**src/rtl/alu4_ripple.sv**
```systemverilog
module alu4_ripple #(
  parameter int W  = 4,
  parameter int IW = 3
) (
  input  logic [W-1:0]  opa,
  input  logic [W-1:0]  opb_reg,
  input  logic [IW-1:0] imm_val,
  input  logic          use_imm,
  input  logic [1:0]    op_sel,
  input  logic          sub_en,
  output logic [W-1:0]  result,
  output logic          carry_out
);
  localparam int PAD = W - IW;

  logic [W-1:0] b_sel;
  logic [W-1:0] b_add;
  logic [W-1:0] sum;
  logic [W:0]   cy;

  assign b_sel = use_imm ? {{PAD{1'b0}}, imm_val} : opb_reg;
  assign b_add = b_sel ^ {W{sub_en}};
  assign cy[0] = sub_en;

  for (genvar i = 0; i < W; i++) begin : g_fa
    assign sum[i]  = opa[i] ^ b_add[i] ^ cy[i];
    assign cy[i+1] = (opa[i] & b_add[i]) | (cy[i] & (opa[i] ^ b_add[i]));
  end

  always_comb begin
    case (op_sel)
      2'b00:   result = sum;
      2'b01:   result = opa & b_sel;
      2'b10:   result = opa | b_sel;
      default: result = ~opa;
    endcase
  end

  assign carry_out = (op_sel == 2'b00) & cy[W];
endmodule

```
**config.mk**
```make
export PLATFORM = sky130hd
export DESIGN_NAME = alu4_ripple
export DESIGN_NICKNAME = d
export VERILOG_FILES = /design/src/rtl/alu4_ripple.sv
export SDC_FILE = /design/constraint.sdc
export NUM_CORES = 1
export LEC_CHECK = 0
export BUFFER_PORTS_ARGS = -buffer_cell sky130_fd_sc_hd__buf_4
export CAP_MARGIN = 40
export CORE_AREA = 2 2 39 41
export DETAILED_ROUTE_END_ITERATION = 8
export DIE_AREA = 0 0 41 43
export GPL_TIMING_DRIVEN = 0
export SLEW_MARGIN = 0
export SYNTH_ARGS = -nofsm -noshare
export SYNTH_HDL_FRONTEND = slang
export SYNTH_SLANG_ARGS = --single-unit
```
**constraint.sdc**
```tcl
create_clock -name vclk -period 3.25
set_input_delay 0.325 -clock vclk [all_inputs]
set_output_delay 0.325 -clock vclk [all_outputs]
set_load 0.05 [all_outputs]
```
# Word-level counts from Yosys, hierarchy flattened
# Index checks and enable logic that the tools add are counted.
[totals]
wordCells = 30
inputBits = 15
regBits = 0
[classes]
n_eq_ne = 2
n_reduce_logical = 1
n_bitwise = 25
muxes = 2
[op_table]
columns = ["operator", "n"]
rows = [
  ["$pmux 4 s3", 1],
  ["$and 1x1->1", 9],
  ["$xor 1x1->1", 8],
  ["$and 4x4->4", 1],
  ["$mux 4", 1],
  ["$not 4->4", 1],
  ["$or 1x1->1", 4],
  ["$or 4x4->4", 1],
  ["$xor 4x4->4", 1],
  ["$eq 2x1->1 const B", 1],
  ["$eq 2x2->1 const B", 1],
  ["$logic_not 2->1", 1],
]

# Depth between registers and ports, before layout
# Gate-level depths: netlist of the first run.
[depth]
ltp_word = 12
depth_mapped = 9
ltp_nobuf = 9

# Worst setup path after synthesis of the first run
# OpenSTA, ideal clock, no wires.
[synth_path]
path_kind = "input port to output port"
start = "in use_imm"
end = "out carry_out"
cell_stages = 7
path_slack_ps = -3
t_required_ps = 2925
arrival_time_ps = 2928
cell_sequence = "mux2_2 xnor2_1 fa_1 fa_1 inv_1 fa_1 nor3b_1"
[synth_between]
elab_chain_cells = 12
elab_cells_between_ends = 19
classes_between = "1 x mux; 18 x bitwise"
[synth_rtl]
columns = ["item", "line_no", "text"]
rows = [
  ["start: declaration", "8", "input logic use_imm,"],
  ["$mux 4 *", "21", "assign b_sel = use_imm ? {{PAD{1'b0}}, imm_val} : opb_reg;"],
  ["$xor 4x4->4 *", "22", "assign b_add = b_sel ^ {W{sub_en}};"],
  ["$xor 1x1->1", "27", "assign cy[i+1] = (opa[i] & b_add[i]) | (cy[i] & (opa[i] ^ b_add[i]));"],
  ["$and 1x1->1", "27", ""],
  ["$or 1x1->1", "27", ""],
  ["$and 1x1->1", "27", ""],
  ["$or 1x1->1", "27", ""],
  ["$and 1x1->1", "27", ""],
  ["$or 1x1->1", "27", ""],
  ["$and 1x1->1", "27", ""],
  ["$or 1x1->1 *", "27", ""],
  ["$and 1x1->1 *", "39", "assign carry_out = (op_sel == 2'b00) & cy[W];"],
  ["end: declaration", "12", "output logic carry_out"],
]
# Every way passes the cells marked *; elsewhere a longest branch is shown, timed or not.

# Final worst setup path of the first run
[layout_path]
start = "in use_imm"
end = "out result[3]"
[layout_between]
elab_chain_cells = 11
elab_cells_between_ends = 19
classes_between = "2 x mux; 17 x bitwise"
[layout_rtl]
columns = ["item", "line_no", "text"]
rows = [
  ["$mux 4 *", "21", ""],
  ["$xor 4x4->4", "22", ""],
  ["$xor 1x1->1", "27", ""],
  ["$and 1x1->1", "27", ""],
  ["$or 1x1->1", "27", ""],
  ["$and 1x1->1", "27", ""],
  ["$or 1x1->1", "27", ""],
  ["$and 1x1->1", "27", ""],
  ["$or 1x1->1", "27", ""],
  ["$xor 1x1->1", "26", "assign sum[i] = opa[i] ^ b_add[i] ^ cy[i];"],
  ["$pmux 4 s3 *", "31", "case (op_sel)"],
  ["end: declaration", "11", "output logic [W-1:0] result,"],
]
# Marked as above.

==> results of run 1 <==
-- area by class of cell --
type | count | share of cell area [%]
inverter | 3 | 2.36
buffer | 2 | 3.14
multi-input combinational | 36 | 60.5
timing repair buffer | 19 | 29.8
tap | 16 | 4.19
-- synthesized netlist by cell type --
cell	number
nand2_1	5
a31oi_1	3
fa_1	3
inv_1	3
mux2_2	3
nor2_1	3
mux2i_1	2
nor3_1	2
nor3b_1	2
o22ai_1	2
xnor2_1	2
a21oi_1	1
a311oi_1	1
and2b_2	1
buf_6	1
clkbuf_1	1
nand2b_1	1
nor2b_1	1
o21ai_0	1
or2_2	1
or3b_1	1
xor2_1	1
-- how the worst max path moves through the flow --
stage / start / end / slack, ns
floorplan: use_imm / result[3] / 0.20
global placement: use_imm / result[3] / 0.1
detailed placement: use_imm / result[3] / 0.08
CTS: use_imm / result[3] / 0.06
global route: use_imm / result[3] / 0.02
finish: use_imm / result[3] / 0.16
-- per-layer routing --
metal | track usage (%) | vias to the layer above | routed length [um]
li1 | - | 182 | -
met1 | 14.5 | 154 | 314
met2 | 17.8 | 10 | 366
met3 | 0 | 0 | 49
met4 | 0 | 0 | 0
met5 | 0 | - | 0
-- worst max-delay path, stage by stage --
cell	delay (ns)
buf_4	0.11
mux2_2	0.36
xnor2_1	0.15
fa_2	0.36
fa_1	0.38
inv_1	0.08
fa_1	0.40
nor2b_1	0.14
a311oi_1	0.20
a21oi_1	0.07
buf_4	0.19
-- kinds of logic after synthesis --
family / synth area share [%]
and+or+nand+nor: 29.7
AOI/OAI and AO/OA: 16.3
muxes: 17.5
buffers and inverters: 8.53
xor gates and xnor gates: 8.54
adders and majority gates: 19.5
-- cell usage in the layout (no fill, tap or decap) --
cell and n:
o21ai_0 1, or2_2 1, a311oi_1 1, nor3_1 2
fa_2 1, nand2b_1 1, nor3b_2 1, or3b_1 1
a21oi_1 1, buf_6 1, fa_1 2, nor3b_1 1
mux2i_1 2, xnor2_1 2, nor2_1 3, nand2_1 5
clkbuf_1 1, buf_4 19, and2b_2 1, mux2_2 3
xor2_1 1, a31oi_1 3, nor2b_1 1, inv_1 3
o22ai_1 2
-- repair_timing --
item                                    4_1_cts  5_1_grt
resized for setup                             0        1
hold buffers                                  0        0
endpoints found under the setup margin        0        1
-- power by group --
part / internal (W) / switching, W
Combinational: 0.0000447 / 0.0000580
Sequential: 0 / 0
Clock: 0 / 0
-- through the flow --
stage / power (W) / setup slack (ns) / hold slack (ns) / utilization, %
after floorplan: 0.0000686 / 0.201 / 0.872 / -
after global placement: 0.000102 / 0.0983 / 0.992 / 34.4
after detailed placement: 0.000104 / 0.0800 / 0.996 / 34.4
after CTS: 0.000104 / 0.0585 / 0.996 / 34.4
after global routing: 0.000114 / 0.0208 / 1.01 / 34.5
final: 0.000103 / 0.158 / 0.995 / 34.5
==> key figures, run 1 <==
Run status
  • Outcome: finished clean

Critical path
  • Data arrival, critical path: 2.77 ns
  • Crit path kind: input port to output port
  • Worst EP required: 2.92 ns
  • CP Capture Type: output port
  • CP max FO: 4
  • Startpoint Class: input port

Placement
  • Number of instances in the placed design: 76
  • IO Port Bufs: 19
  • Post-DP HPWL: 630 um
  • GPL Wtd Cong: 0.714
  • Area after DPL: 475 sq um

Synth
  • Synth unique cells: 22
  • Mapped Area: 308 sq um
  • Post-Syn Nets: 59
  • Synth top area share: 19.5%
  • Synth warn: 0
  • Synth area leader: fa_1
  • Mapped Cells: 41
  • Sequential fraction of the synthesis area: 0%
  • Mean post-synth cell area: 7.51 sq um
  • Synth top area cells: fa_1 20%, mux2_2 11%, mux2i_1 6.5%, a31oi_1 6.1%, nand2_1 6.1%

Floorplan
  • Rows: 14
  • Starting Density: 22.2%
  • Total core area: 1380 sq um
  • Die footprint: 1760 sq um
  • Ports: 20
  • Die X: 41 um
  • Die H: 43 um

Global route
  • All-Layer GR Usage: 10.2%
  • Pin count of the biggest net entering global routing: 11
  • Wire length of the first global-routing pass: 1350 um
  • Global route overflow: 0
  • Initial antenna violation count: 0
  • Vias in the first global route: 348

Route
  • DRC viols: 0
  • DRT Pass-1 Iters: 2
  • Drt initial violations: 1
  • Drt via density: 4.55
  • Antenna Violating Nets Remaining: 0
  • Via count: 346
  • Final wirelength: 730 um
  • Routed len/inst: 9.61 um

Worst hold path
  • HP Class: input port to output port
  • Hold EP: carry_out
  • Hold Crit Start: op_sel[1]
  • Hold Path Stages: 3

Layout
  • Layout area overhead: 55.3%
  • Filler cell count: 157
  • Design area: 478 sq um
  • Nets: 80
  • Storage cell area: 0 sq um
  • Layout cells sized above 1: 45.0%
  • Layout sequential cell count: 0
  • Clk_buf instances: 0
  • Non-filler instance count after layout: 76
  • Ant. Diodes: 0
  • Area occupied by multi-input gates: 289 sq um

STA
  • Finish-stage setup viols: 0
  • Tmin final: 3.09 ns
  • Worst slew pin tran: 0.418 ns
  • Relative slew slack: 72.1%
  • Setup TNS: 0 ns
  • Max-slew violations: 0
  • Fin. Hold Viols: 0
  • RSZ-0062 raised after global routing: false
  • Top achievable clock speed: 323 MHz
  • Part of the cycle the worst path needs: 95.1%

Power
  • Pwr/cell area: 215 nW/um^2
  • P_leak: 0.219 nW
  • Peak VDD IR: 0.0639 mV

Clock tree
  • Postcts setup bufs: 0

Job
  • Max Cap Viol: 0
No activity file was read; power rests on OpenSTA's default activity.
==> inputs of run 2 (changes only) <==
--- a/config.mk
+++ b/config.mk
@@ -5,7 +5,7 @@
 export SDC_FILE = /design/constraint.sdc
 export NUM_CORES = 1
 export LEC_CHECK = 0
-export BUFFER_PORTS_ARGS = -buffer_cell sky130_fd_sc_hd__buf_4
+export BUFFER_PORTS_ARGS = -buffer_cell sky130_fd_sc_hd__buf_2
 export CAP_MARGIN = 40
 export CORE_AREA = 2 2 39 41
 export DETAILED_ROUTE_END_ITERATION = 8
==> run 2 against run 1 <==
Net effect:
- cell count is the same
- via count grew 5.5%
- worst hold slack gained 0.014 ns
- critical path depth is the same
- count of clock-buffer cells in the layout is the same
- total power shrank 6.3%
- highest routed layer unchanged
- cell area shrank 8.6%
- first-iteration DRC count grew to 3.0 times the previous value
- utilization shrank 3.0 points
==> key figures, run 2 (same netlist as run 1, synthesis figures left out) <==
Global route
  • Wire length of the first global-routing pass: 1300 um
  • Initial antenna violation count: 0
  • Vias in the first global route: 321
  • Pin count of the biggest net entering global routing: 11
  • All-Layer GR Usage: 9.85%
  • Global route overflow: 0

Critical path
  • CP Buf/Inv Count: 3
  • CP top delay family: adder cells
  • Crit path kind: input port to output port
  • Critical path cell sequence: buf_2 -> mux2_4 -> xnor2_1 -> fa_2 -> fa_1 -> inv_1 -> fa_1 -> nor2b_1 -> a311oi_1 -> a21oi_1 -> buf_4
  • Startpoint Class: input port
  • Slowest CP cell: fa_1
  • Cell mode on critical path: fa_1
  • Worst path max stage delay: 0.40 ns
  • CP max FO: 4
  • CP Capture Type: output port
  • Data arrival, critical path: 2.79 ns
  • Worst EP required: 2.92 ns

Floorplan
  • Die H: 43 um
  • Rows: 14
  • Starting Density: 22.2%
  • Total core area: 1380 sq um
  • Ports: 20
  • Die footprint: 1760 sq um
  • Die X: 41 um

Layout
  • Finished Core Util: 31.6%
  • Layout cells sized above 1: 45.0%
  • Layout sequential cell count: 0
  • Nets: 80
  • Ant. Diodes: 0
  • Clk_buf instances: 0
  • Commonest non-fill, non-tap cell in the layout: buf_2
  • Storage cell area: 0 sq um
  • Commonest cells after routing, fill and taps aside: 18 x buf_2, 5 x nand2_1, 3 x inv_1, 3 x nor2_1, 3 x a31oi_1
  • Layout area overhead: 41.9%

Route
  • Drt via density: 4.80
  • Routed len/inst: 10.2 um
  • DRT Pass-1 Iters: 3
  • DRC viols: 0
  • Antenna Violating Nets Remaining: 0
  • Drt initial violations: 3
  • Final wirelength: 775 um
  • Via count: 365

Clock tree
  • Post-CTS Hold Fix Bufs: 0
  • Postcts setup bufs: 0
  • CTS resizes: 0

STA
  • Relative slew slack: 70.4%
  • Tmin final: 3.12 ns
  • Top achievable clock speed: 321 MHz
  • Setup TNS: 0 ns
  • Part of the cycle the worst path needs: 95.9%
  • Worst slew pin tran: 0.443 ns
  • Finish-stage setup viols: 0
  • RSZ-0062 raised after global routing: false
  • Max-slew violations: 0
  • Fin. Hold Viols: 0

Placement
  • Post-DP HPWL: 658 um
  • IO Port Bufs: 19
  • GPL Wtd Cong: 0.694

Power
  • Peak VDD IR: 0.0615 mV
  • Cell-internal power: 0.0000374 W
  • Net Sw Frac: 61.1%
  • P_leak: 0.209 nW
  • Switch Pwr: 0.0000589 W
  • Reg power frac: 0%
  • Pwr/cell area: 220 nW/um^2
  • Logic pwr share: 100.0%
  • Clock Power Share: 0%

Job
  • Max Cap Viol: 0

Run status
  • Outcome: finished clean

Worst hold path
  • HP Class: input port to output port
==> run 2: final timing paths <==
check / cells past startpoint / endpoint / startpoint / slack, ns
max: 11 / result[3] / use_imm / 0.13
min: 3 / carry_out / op_sel[1] / 1.01
==> run 2: metal layers <==
layer / GRT usage, % / part of all wire [%]
met1: 12.9 / 41
met2: 18.1 / 54
met3: 0 / 5.4
met4: 0 / 0
met5: 0 / 0
==> run 2: stage by stage <==
step | worst slack [ns] | cells | total power (W) | hold WS [ns] | instance area [sq um]
6_report | 0.133 | 76 | 0.0000963 | 1.01 | 437
5_1_grt | 0.0275 | 76 | 0.000105 | 1.03 | 437
4_1_cts | 0.0140 | 76 | 0.0000947 | 1.01 | 428
3_5_place_dp | 0.0261 | 76 | 0.0000948 | 1.01 | 428
3_3_place_gp | 0.0380 | 76 | 0.0000923 | 1.01 | 428
2_1_floorplan | 0.201 | 41 | 0.0000686 | 0.872 | 313
==> run 2: power groups by stage <==
stage / logic [W] / registers, W / clock network, W
3_3_place_gp: 0.0000923 / 0 / 0
5_1_grt: 0.000105 / 0 / 0
4_1_cts: 0.0000947 / 0 / 0
3_5_place_dp: 0.0000948 / 0 / 0
2_1_floorplan: 0.0000686 / 0 / 0
6_report: 0.0000963 / 0 / 0
==> run 2: cell type report <==
cell class | instances | area, sq um
multi-input combinational | 36 | 293
inverter | 3 | 11.3
fill | 161 | 947
timing repair buffer | 19 | 97.6
buffer | 2 | 15.0
tap | 16 | 20.0
